File: src/rtl/lt_pkg.sv
package lt_pkg;
    localparam int LANE_MAX = 4;
    localparam int NIB_W    = 4;
    localparam int BYTE_W   = 8;
    localparam int WORD_W   = LANE_MAX * BYTE_W;
    localparam int ADDR_W   = 8;
    localparam int LVL_W    = 2;
    localparam int CNT_W    = 3;
    localparam int RATE_W   = 8;
    localparam int PAT_W    = 2;

    localparam int CR_TRY_LIMIT = 5;
    localparam int EQ_TRY_LIMIT = 6;

    localparam logic [ADDR_W-1:0] A_RATE    = 8'h00;
    localparam logic [ADDR_W-1:0] A_LANES   = 8'h01;
    localparam logic [ADDR_W-1:0] A_PATTERN = 8'h02;
    localparam logic [ADDR_W-1:0] A_DRIVE   = 8'h03;
    localparam logic [ADDR_W-1:0] A_STATUS  = 8'h04;
    localparam logic [ADDR_W-1:0] A_ADJUST  = 8'h06;

    localparam int NB_CR   = 0;
    localparam int NB_EQ   = 1;
    localparam int NB_LOCK = 2;
    localparam int EF_BIT  = 7;
    localparam logic [7:0] EF_MIN_REV = 8'h11;

    localparam logic [PAT_W-1:0] PAT_OFF = 2'd0;
    localparam logic [PAT_W-1:0] PAT_CR  = 2'd1;
    localparam logic [PAT_W-1:0] PAT_EQ  = 2'd2;

    typedef struct packed {
        logic             pre_max;
        logic [LVL_W-1:0] pre;
        logic             sw_max;
        logic [LVL_W-1:0] sw;
    } drive_t;

    typedef enum logic [3:0] {
        S_IDLE, S_RATE, S_LANES, S_PAT1, S_DRV_CR, S_ST_CR, S_ADJ_CR,
        S_PAT2, S_ST_EQ, S_ADJ_EQ, S_DRV_EQ, S_PAT0
    } lt_state_t;

    function automatic logic [LANE_MAX-1:0] lane_mask(input logic [CNT_W-1:0] n);
        logic [LANE_MAX:0] t;
        t = ({{LANE_MAX{1'b0}}, 1'b1} << n) - 1'b1;
        return t[LANE_MAX-1:0];
    endfunction

    function automatic logic [BYTE_W-1:0] drive_byte(input drive_t d);
        return {{(BYTE_W-$bits(drive_t)){1'b0}}, d};
    endfunction
endpackage

File: src/rtl/lt_status_eval.sv
module lt_status_eval
    import lt_pkg::*;
(
    input  logic [LANE_MAX*NIB_W:0] status_i,
    input  logic [LANE_MAX-1:0]     mask_i,
    output logic                    cr_all_o,
    output logic                    eq_all_o
);
    logic [LANE_MAX-1:0] lane_cr;
    logic [LANE_MAX-1:0] lane_eq;
    logic                unused_nib_top;

    for (genvar g = 0; g < LANE_MAX; g++) begin : g_lane
        assign lane_cr[g] = !mask_i[g] || status_i[g*NIB_W + NB_CR];
        assign lane_eq[g] = !mask_i[g] ||
                            (status_i[g*NIB_W + NB_CR] &&
                             status_i[g*NIB_W + NB_EQ] &&
                             status_i[g*NIB_W + NB_LOCK]);
    end

    always_comb begin
        unused_nib_top = 1'b0;
        for (int i = 0; i < LANE_MAX; i++)
            unused_nib_top = unused_nib_top ^ status_i[i*NIB_W + NIB_W - 1];
    end

    assign cr_all_o = &lane_cr;
    assign eq_all_o = (&lane_eq) && status_i[LANE_MAX*NIB_W];
endmodule

File: src/rtl/lt_adjust.sv
module lt_adjust
    import lt_pkg::*;
(
    input  logic [LANE_MAX*NIB_W-1:0]       req_i,
    input  logic [LANE_MAX-1:0]             mask_i,
    input  logic [LVL_W-1:0]                max_sw_i,
    input  logic [(1<<LVL_W)*LVL_W-1:0]     pre_lim_i,
    output drive_t                          drv_o
);
    logic [LVL_W-1:0] lane_sw  [LANE_MAX];
    logic [LVL_W-1:0] lane_pre [LANE_MAX];
    logic [LVL_W-1:0] sw_hi, pre_hi, pre_cap;

    for (genvar g = 0; g < LANE_MAX; g++) begin : g_lane
        assign lane_sw[g]  = mask_i[g] ? req_i[g*NIB_W +: LVL_W] : '0;
        assign lane_pre[g] = mask_i[g] ? req_i[g*NIB_W + LVL_W +: LVL_W] : '0;
    end

    always_comb begin
        sw_hi  = '0;
        pre_hi = '0;
        for (int i = 0; i < LANE_MAX; i++) begin
            if (lane_sw[i]  > sw_hi)  sw_hi  = lane_sw[i];
            if (lane_pre[i] > pre_hi) pre_hi = lane_pre[i];
        end
        drv_o = '0;
        if (sw_hi >= max_sw_i) begin
            drv_o.sw     = max_sw_i;
            drv_o.sw_max = 1'b1;
        end else begin
            drv_o.sw     = sw_hi;
        end
        pre_cap = pre_lim_i[drv_o.sw*LVL_W +: LVL_W];
        if (pre_hi >= pre_cap) begin
            drv_o.pre     = pre_cap;
            drv_o.pre_max = 1'b1;
        end else begin
            drv_o.pre     = pre_hi;
        end
    end
endmodule

File: src/rtl/lt_seq.sv
module lt_seq
    import lt_pkg::*;
#(
    parameter logic [RATE_W-1:0] LOW_RATE = 8'h06
) (
    input  logic              clk,
    input  logic              rst,
    input  logic              start_i,
    input  logic [RATE_W-1:0] rate_i,
    input  logic [CNT_W-1:0]  lanes_i,
    input  logic [7:0]        sink_rev_i,
    input  logic              sink_ef_i,
    input  logic [LVL_W-1:0]  max_swing_i,
    input  logic [7:0]        pre_limit_i,
    output logic              bus_req_o,
    output logic              bus_we_o,
    output logic [ADDR_W-1:0] bus_addr_o,
    output logic [WORD_W-1:0] bus_wdata_o,
    input  logic [WORD_W-1:0] bus_rdata_i,
    input  logic              bus_done_i,
    output logic [WORD_W-1:0] drive_level_o,
    output logic              busy_o,
    output logic              done_o,
    output logic              trained_o,
    output logic              failed_o,
    output logic [RATE_W-1:0] final_rate_o
);
    lt_state_t           state_q;
    logic [RATE_W-1:0]   rate_q;
    logic [CNT_W-1:0]    lanes_q;
    logic [LANE_MAX-1:0] mask_q;
    logic                ef_q;
    drive_t              drv_q;
    logic                cr_ok_q, eq_ok_q;
    logic [CNT_W-1:0]    tries_q;
    logic                sw_seen_q;
    logic [LVL_W-1:0]    last_sw_q;
    logic                done_q, trained_q, failed_q;

    logic                st_cr_all, st_eq_all;
    drive_t              adj_drv;
    logic [WORD_W-1:0]   drive_word;
    logic [CNT_W-1:0]    cr_tries_nxt;
    logic                unused_rd_hi;

    assign unused_rd_hi = ^bus_rdata_i[WORD_W-1:LANE_MAX*NIB_W+1];

    lt_status_eval u_eval (
        .status_i (bus_rdata_i[LANE_MAX*NIB_W:0]),
        .mask_i   (mask_q),
        .cr_all_o (st_cr_all),
        .eq_all_o (st_eq_all)
    );

    lt_adjust u_adj (
        .req_i     (bus_rdata_i[LANE_MAX*NIB_W-1:0]),
        .mask_i    (mask_q),
        .max_sw_i  (max_swing_i),
        .pre_lim_i (pre_limit_i),
        .drv_o     (adj_drv)
    );

    for (genvar g = 0; g < LANE_MAX; g++) begin : g_drv
        assign drive_word[g*BYTE_W +: BYTE_W] = mask_q[g] ? drive_byte(drv_q) : '0;
    end

    assign cr_tries_nxt = (sw_seen_q && last_sw_q == drv_q.sw) ? tries_q + 1'b1 : CNT_W'(1);

    always_comb begin
        bus_req_o   = 1'b1;
        bus_we_o    = 1'b1;
        bus_addr_o  = A_RATE;
        bus_wdata_o = '0;
        case (state_q)
            S_RATE:   bus_wdata_o[RATE_W-1:0] = rate_q;
            S_LANES: begin
                bus_addr_o                 = A_LANES;
                bus_wdata_o[CNT_W-1:0]     = lanes_q;
                bus_wdata_o[EF_BIT]        = ef_q;
            end
            S_PAT1: begin bus_addr_o = A_PATTERN; bus_wdata_o[PAT_W-1:0] = PAT_CR;  end
            S_PAT2: begin bus_addr_o = A_PATTERN; bus_wdata_o[PAT_W-1:0] = PAT_EQ;  end
            S_PAT0: begin bus_addr_o = A_PATTERN; bus_wdata_o[PAT_W-1:0] = PAT_OFF; end
            S_DRV_CR, S_DRV_EQ: begin bus_addr_o = A_DRIVE; bus_wdata_o = drive_word; end
            S_ST_CR, S_ST_EQ:   begin bus_we_o = 1'b0; bus_addr_o = A_STATUS; end
            S_ADJ_CR, S_ADJ_EQ: begin bus_we_o = 1'b0; bus_addr_o = A_ADJUST; end
            default: begin bus_req_o = 1'b0; bus_we_o = 1'b0; end
        endcase
    end

    always_ff @(posedge clk) begin
        if (rst) begin
            state_q   <= S_IDLE;
            rate_q    <= '0;
            lanes_q   <= '0;
            mask_q    <= '0;
            ef_q      <= 1'b0;
            drv_q     <= '0;
            cr_ok_q   <= 1'b0;
            eq_ok_q   <= 1'b0;
            tries_q   <= '0;
            sw_seen_q <= 1'b0;
            last_sw_q <= '0;
            done_q    <= 1'b0;
            trained_q <= 1'b0;
            failed_q  <= 1'b0;
        end else begin
            done_q <= 1'b0;
            if (state_q == S_IDLE) begin
                if (start_i) begin
                    rate_q    <= rate_i;
                    lanes_q   <= lanes_i;
                    mask_q    <= lane_mask(lanes_i);
                    ef_q      <= sink_ef_i && (sink_rev_i >= EF_MIN_REV);
                    trained_q <= 1'b0;
                    failed_q  <= 1'b0;
                    drv_q     <= '0;
                    cr_ok_q   <= 1'b0;
                    eq_ok_q   <= 1'b0;
                    tries_q   <= '0;
                    sw_seen_q <= 1'b0;
                    state_q   <= S_RATE;
                end
            end else if (bus_done_i) begin
                case (state_q)
                    S_RATE:   state_q <= S_LANES;
                    S_LANES:  state_q <= S_PAT1;
                    S_PAT1:   state_q <= S_DRV_CR;
                    S_DRV_CR: state_q <= S_ST_CR;
                    S_ST_CR: begin
                        tries_q   <= cr_tries_nxt;
                        sw_seen_q <= 1'b1;
                        last_sw_q <= drv_q.sw;
                        if (st_cr_all) begin
                            cr_ok_q <= 1'b1;
                            tries_q <= '0;
                            state_q <= S_PAT2;
                        end else if (drv_q.sw_max || cr_tries_nxt == CNT_W'(CR_TRY_LIMIT)) begin
                            state_q <= S_PAT0;
                        end else begin
                            state_q <= S_ADJ_CR;
                        end
                    end
                    S_ADJ_CR: begin drv_q <= adj_drv; state_q <= S_DRV_CR; end
                    S_PAT2:   state_q <= S_ST_EQ;
                    S_ST_EQ: begin
                        if (st_eq_all) begin
                            eq_ok_q <= 1'b1;
                            state_q <= S_PAT0;
                        end else if (!st_cr_all) begin
                            cr_ok_q <= 1'b0;
                            state_q <= S_PAT0;
                        end else if (tries_q + 1'b1 == CNT_W'(EQ_TRY_LIMIT)) begin
                            state_q <= S_PAT0;
                        end else begin
                            tries_q <= tries_q + 1'b1;
                            state_q <= S_ADJ_EQ;
                        end
                    end
                    S_ADJ_EQ: begin drv_q <= adj_drv; state_q <= S_DRV_EQ; end
                    S_DRV_EQ: state_q <= S_ST_EQ;
                    S_PAT0: begin
                        if (!(cr_ok_q && eq_ok_q) && rate_q != LOW_RATE) begin
                            rate_q    <= LOW_RATE;
                            drv_q     <= '0;
                            cr_ok_q   <= 1'b0;
                            eq_ok_q   <= 1'b0;
                            tries_q   <= '0;
                            sw_seen_q <= 1'b0;
                            state_q   <= S_RATE;
                        end else begin
                            done_q    <= 1'b1;
                            trained_q <= cr_ok_q && eq_ok_q;
                            failed_q  <= !(cr_ok_q && eq_ok_q);
                            state_q   <= S_IDLE;
                        end
                    end
                    default: state_q <= S_IDLE;
                endcase
            end
        end
    end

    assign drive_level_o = drive_word;
    assign busy_o        = (state_q != S_IDLE);
    assign done_o        = done_q;
    assign trained_o     = trained_q;
    assign failed_o      = failed_q;
    assign final_rate_o  = rate_q;

    AST_REQ_HOLD: assert property (@(posedge clk) disable iff (rst)
        bus_req_o && !bus_done_i |=> bus_req_o && $stable(bus_addr_o) && $stable(bus_we_o) && $stable(bus_wdata_o));
    AST_DONE_PULSE: assert property (@(posedge clk) disable iff (rst)
        done_o |=> !done_o);
    AST_OUTCOME_EXCL: assert property (@(posedge clk) disable iff (rst)
        done_o |-> (trained_o != failed_o));
    AST_FAIL_LOW_RATE: assert property (@(posedge clk) disable iff (rst)
        done_o && failed_o |-> final_rate_o == LOW_RATE);
    AST_SWING_CAP: assert property (@(posedge clk) disable iff (rst)
        busy_o |-> drv_q.sw <= max_swing_i);
    AST_EQ_NEEDS_CR: assert property (@(posedge clk) disable iff (rst)
        bus_req_o && bus_we_o && bus_addr_o == A_PATTERN && bus_wdata_o[PAT_W-1:0] == PAT_EQ |-> cr_ok_q);
    AST_PAT0_BEFORE_DONE: assert property (@(posedge clk) disable iff (rst)
        done_o |-> $past(state_q) == S_PAT0);
endmodule

File: config.mk
export PLATFORM = sky130hd
export DESIGN_NAME = lt_seq
export DESIGN_NICKNAME = d
export VERILOG_FILES = /design/src/rtl/lt_pkg.sv /design/src/rtl/lt_status_eval.sv /design/src/rtl/lt_adjust.sv /design/src/rtl/lt_seq.sv
export SDC_FILE = /design/constraint.sdc
export NUM_CORES = 1
export LEC_CHECK = 0
export BUFFER_PORTS_ARGS = -buffer_cell sky130_fd_sc_hd__clkbuf_2
export CORE_UTILIZATION = 40
export CTS_CLUSTER_DIAMETER = 200
export DETAILED_ROUTE_END_ITERATION = 7
export PLACE_DENSITY = 0.7
export RECOVER_POWER = 25
export SLEW_MARGIN = 20
export SYNTH_ARGS = -nofsm -noshare
export SYNTH_HDL_FRONTEND = slang
export SYNTH_SLANG_ARGS = --single-unit
File: constraint.sdc
create_clock -name clk -period 15.4 [get_ports clk]
set_input_delay 0.77 -clock clk [delete_from_list [all_inputs] [get_ports clk]]
set_output_delay 0.77 -clock clk [all_outputs]
set_load 0.1 [all_outputs]
==> results_dict.tcl <==
set metrics [dict create \
    status "completed" \
    cp_max_fo 19 \
    nets 632 \
    wl_met1_um 4150 \
    crit_path_end_kind "flop" \
    grt_antenna_before_repair 0 \
    ys_seq_area_frac 0.227 \
    clockRootBuffer "clkbuf_8" \
    path_cells "and2_1, ha_1, o211ai_1, o21a_1, inv_1, ha_1, inv_1, o22ai_1, mux2i_1, ha_1, inv_1, o221a_2, a21oi_1, ha_1, nand2b_1, a21oi_1, mux2_2, a31oi_1, mux4_2, ha_1, a21oi_1, nor2_1, a311oi_1, o31a_1" \
    wl_per_cell_um 14.2 \
    fin_util 0.494 \
    num_vias 3426 \
    placed_cell_area_um2 3790 \
    crit_type "flop to flop" \
    gr-total-overflow 0 \
    num_antenna_cells 0 \
    slowest_stage "dfxtp_1" \
    pin_count 152 \
    gp_routability_congestion 0.865 \
    powerDensity_nw_per_um2 82.5 \
    slew-limit-headroom 0.0212 \
    grt_pass1_vias 3115 \
    design_area_um2 3860 \
    fp-row-count 32 \
    clkSinkCount 37 \
    via_per_inst 5.33 \
    rsz0062_at_grt "false" \
    cp.arrival_ps 5960 \
    netlist_instances 447 \
    grt_start_max_net_pins 39 \
    report.power.total_w 0.000318 \
    crit_path_frequent_cell "ha_1" \
    route.met3.wl_um 509 \
    fin_crit_ps 5710 \
    drive_above_1_share 0.218 \
    irDropWorstVdd_v 0.0000606 \
    place_ws_ps 9530 \
    cellLeakagePower_nw 1.88 \
    ys.flop_type "dfxtp_1" \
    ant_nets 0 \
    yosys_warnings 0 \
    dp_hpwl_um 6930 \
    finClkSkew_ps 8.39 \
    area_growth_pct 18.1 \
    max_slew.worst_pin.slew_ps 1450 \
    final-hold-violation-count 0 \
    portBuffers 117 \
    fin_ws_ps 9690 \
    grt_usage 0.220 \
    synth_area_per_cell_um2 7.31 \
    cap_viol_max_count 0 \
    start_util 0.418 \
    yosysTopAreaCellShare 0.227 \
    startpoint "mask_q[1]" \
    dr.first_iter.drc_count 236 \
    cts_buffers 5 \
    finalSetupViolCount 0 \
    dieArea_um2 8530 \
    yosys-top-cells-count "46 x nor2_1, 43 x nand2_1, 37 x dfxtp_1" \
    start_kind "flop" \
    ys_ff_latch 37 \
    synth.most_common_cell "nor2_1" \
    clock_path_buffers 2 \
    wirelength_um 9130 \
    detail_route.first_pass.iterations 5 \
    dr.max_layer_used "met4" \
    yosys.area.top_type "dfxtp_1" \
    clk_pin_slew_worst_paths_ps 90 \
    route.detailed.drc 0 \
    core-area_um2 7810 \
    wl_met2_um 4400 \
    netlist_area_um2 3270 \
    worstReg2RegStart "mask_q[1]" \
    ys_top_cells_by_area "dfxtp_1 23%, ha_1 10%, and2_1 6.1%" \
    max_freq_ghz 0.175 \
    die_x_um 92.4 \
    synthArstFlopShare 0 \
    cp_data_required_time_ps 15650 \
    tritoncts "built" \
    hold_class "flop to flop" \
    grt_pass1_wl_um 15000 \
    htreeDepth 2 \
    postCtsHoldBufs 0 \
    cts-resized-gates 0 \
    finalMaxSlewViolations 0 \
    synth_edf_count 0 \
    post_cts_buffers 0 \
    max_stage_delay_ps 690 \
    rrSetupSlack_ps 9690 \
    fin_crit_sh 0.371 \
    clock_latency_ps 300 \
    yosysUniqueCellTypes 60 \
    timing.setup.tns_ps 0 \
    hp-start "lanes_q[0]" \
    die_h_um 92.4 \
]
## per-layer routing
layer	up-vias	GRT usage
met4	0	0.0534
li1	1705	-
met5	-	0
met1	1582	0.295
met3	6	0.0246
met2	133	0.376
## placed cells by master, fill, tap and decap left out, types with 4 or more instances in the layout
cell / n
a211oi_1: 4
a21oi_1: 28
a221oi_1: 4
a22o_1: 6
a22oi_1: 8
a31oi_1: 4
and2_1: 32
and3_1: 20
clkbuf_1: 14
clkbuf_2: 103
clkbuf_8: 5
conb_1: 19
dfxtp_1: 37
ha_1: 26
inv_1: 22
mux2i_1: 9
nand2_1: 43
nand2b_1: 13
nand3_1: 16
nor2_1: 46
nor3_1: 10
o21a_1: 7
o21ai_0: 15
## worst paths after layout
path | end | depth (start not counted)
worst max-delay path | drv_q[3] | 24
worst min-delay path | lanes_q[0] | 2
worst max register to register | drv_q[3] | 24
worst min register to register | lanes_q[0] | 2
## kinds of logic after synthesis
family / share of synthesized area
fa+ha+maj: 0.0996
buf+inv: 0.105
other cells: 0.00115
simple gates: 0.301
xor+xnor: 0.0134
compound gates: 0.211
flops: 0.227
mux: 0.0414
## power by group
part | internal [W] | total [W] | switching (W)
Clock | 0.0000330 | 0.0000733 | 0.0000403
Sequential | 0.000100 | 0.000111 | 0.0000107
Combinational | 0.0000366 | 0.000134 | 0.0000971
Total | 0.000170 | 0.000318 | 0.000148
## layout make-up
class                   instances  area, um^2
clock inverters                 3        25.0
fillers                       828        3950
repair buffers                117         568
multi-input cells             356        2240
clock buffers                   5        68.8
inverters                      23        86.3
flip-flops and latches         37         741
well taps                     102         128
## registers in the layout, indices dropped and copies added, names as in the netlist, 2 cells and up
register      flops
state_q           4
final_rate_o      8
tries_q           3
last_sw_q         2
mask_q            4
lanes_q           3
drv_q             6
## worst max-delay path, delay by kind of cell, from the launching register on
| kind | cells | cell delay (ps) |
|---|---|---|
| multiplexers | 3 | 1090 |
| AO/OA/AOI/OAI | 10 | 1910 |
| flip-flops | 1 | 690 |
| buffers and inverters | 3 | 160 |
| AND/OR/NAND/NOR | 3 | 460 |
| adder cells (fa/ha/maj) | 5 | 1350 |
## through the flow
stage          hold WS [ps]  instances
4_1_cts                 471        643
2_1_floorplan           436        465
3_5_place_dp            459        635
6_report                477        643
3_3_place_gp            450        635
5_1_grt                 496        643
Power figures use the tool's default switching activity.
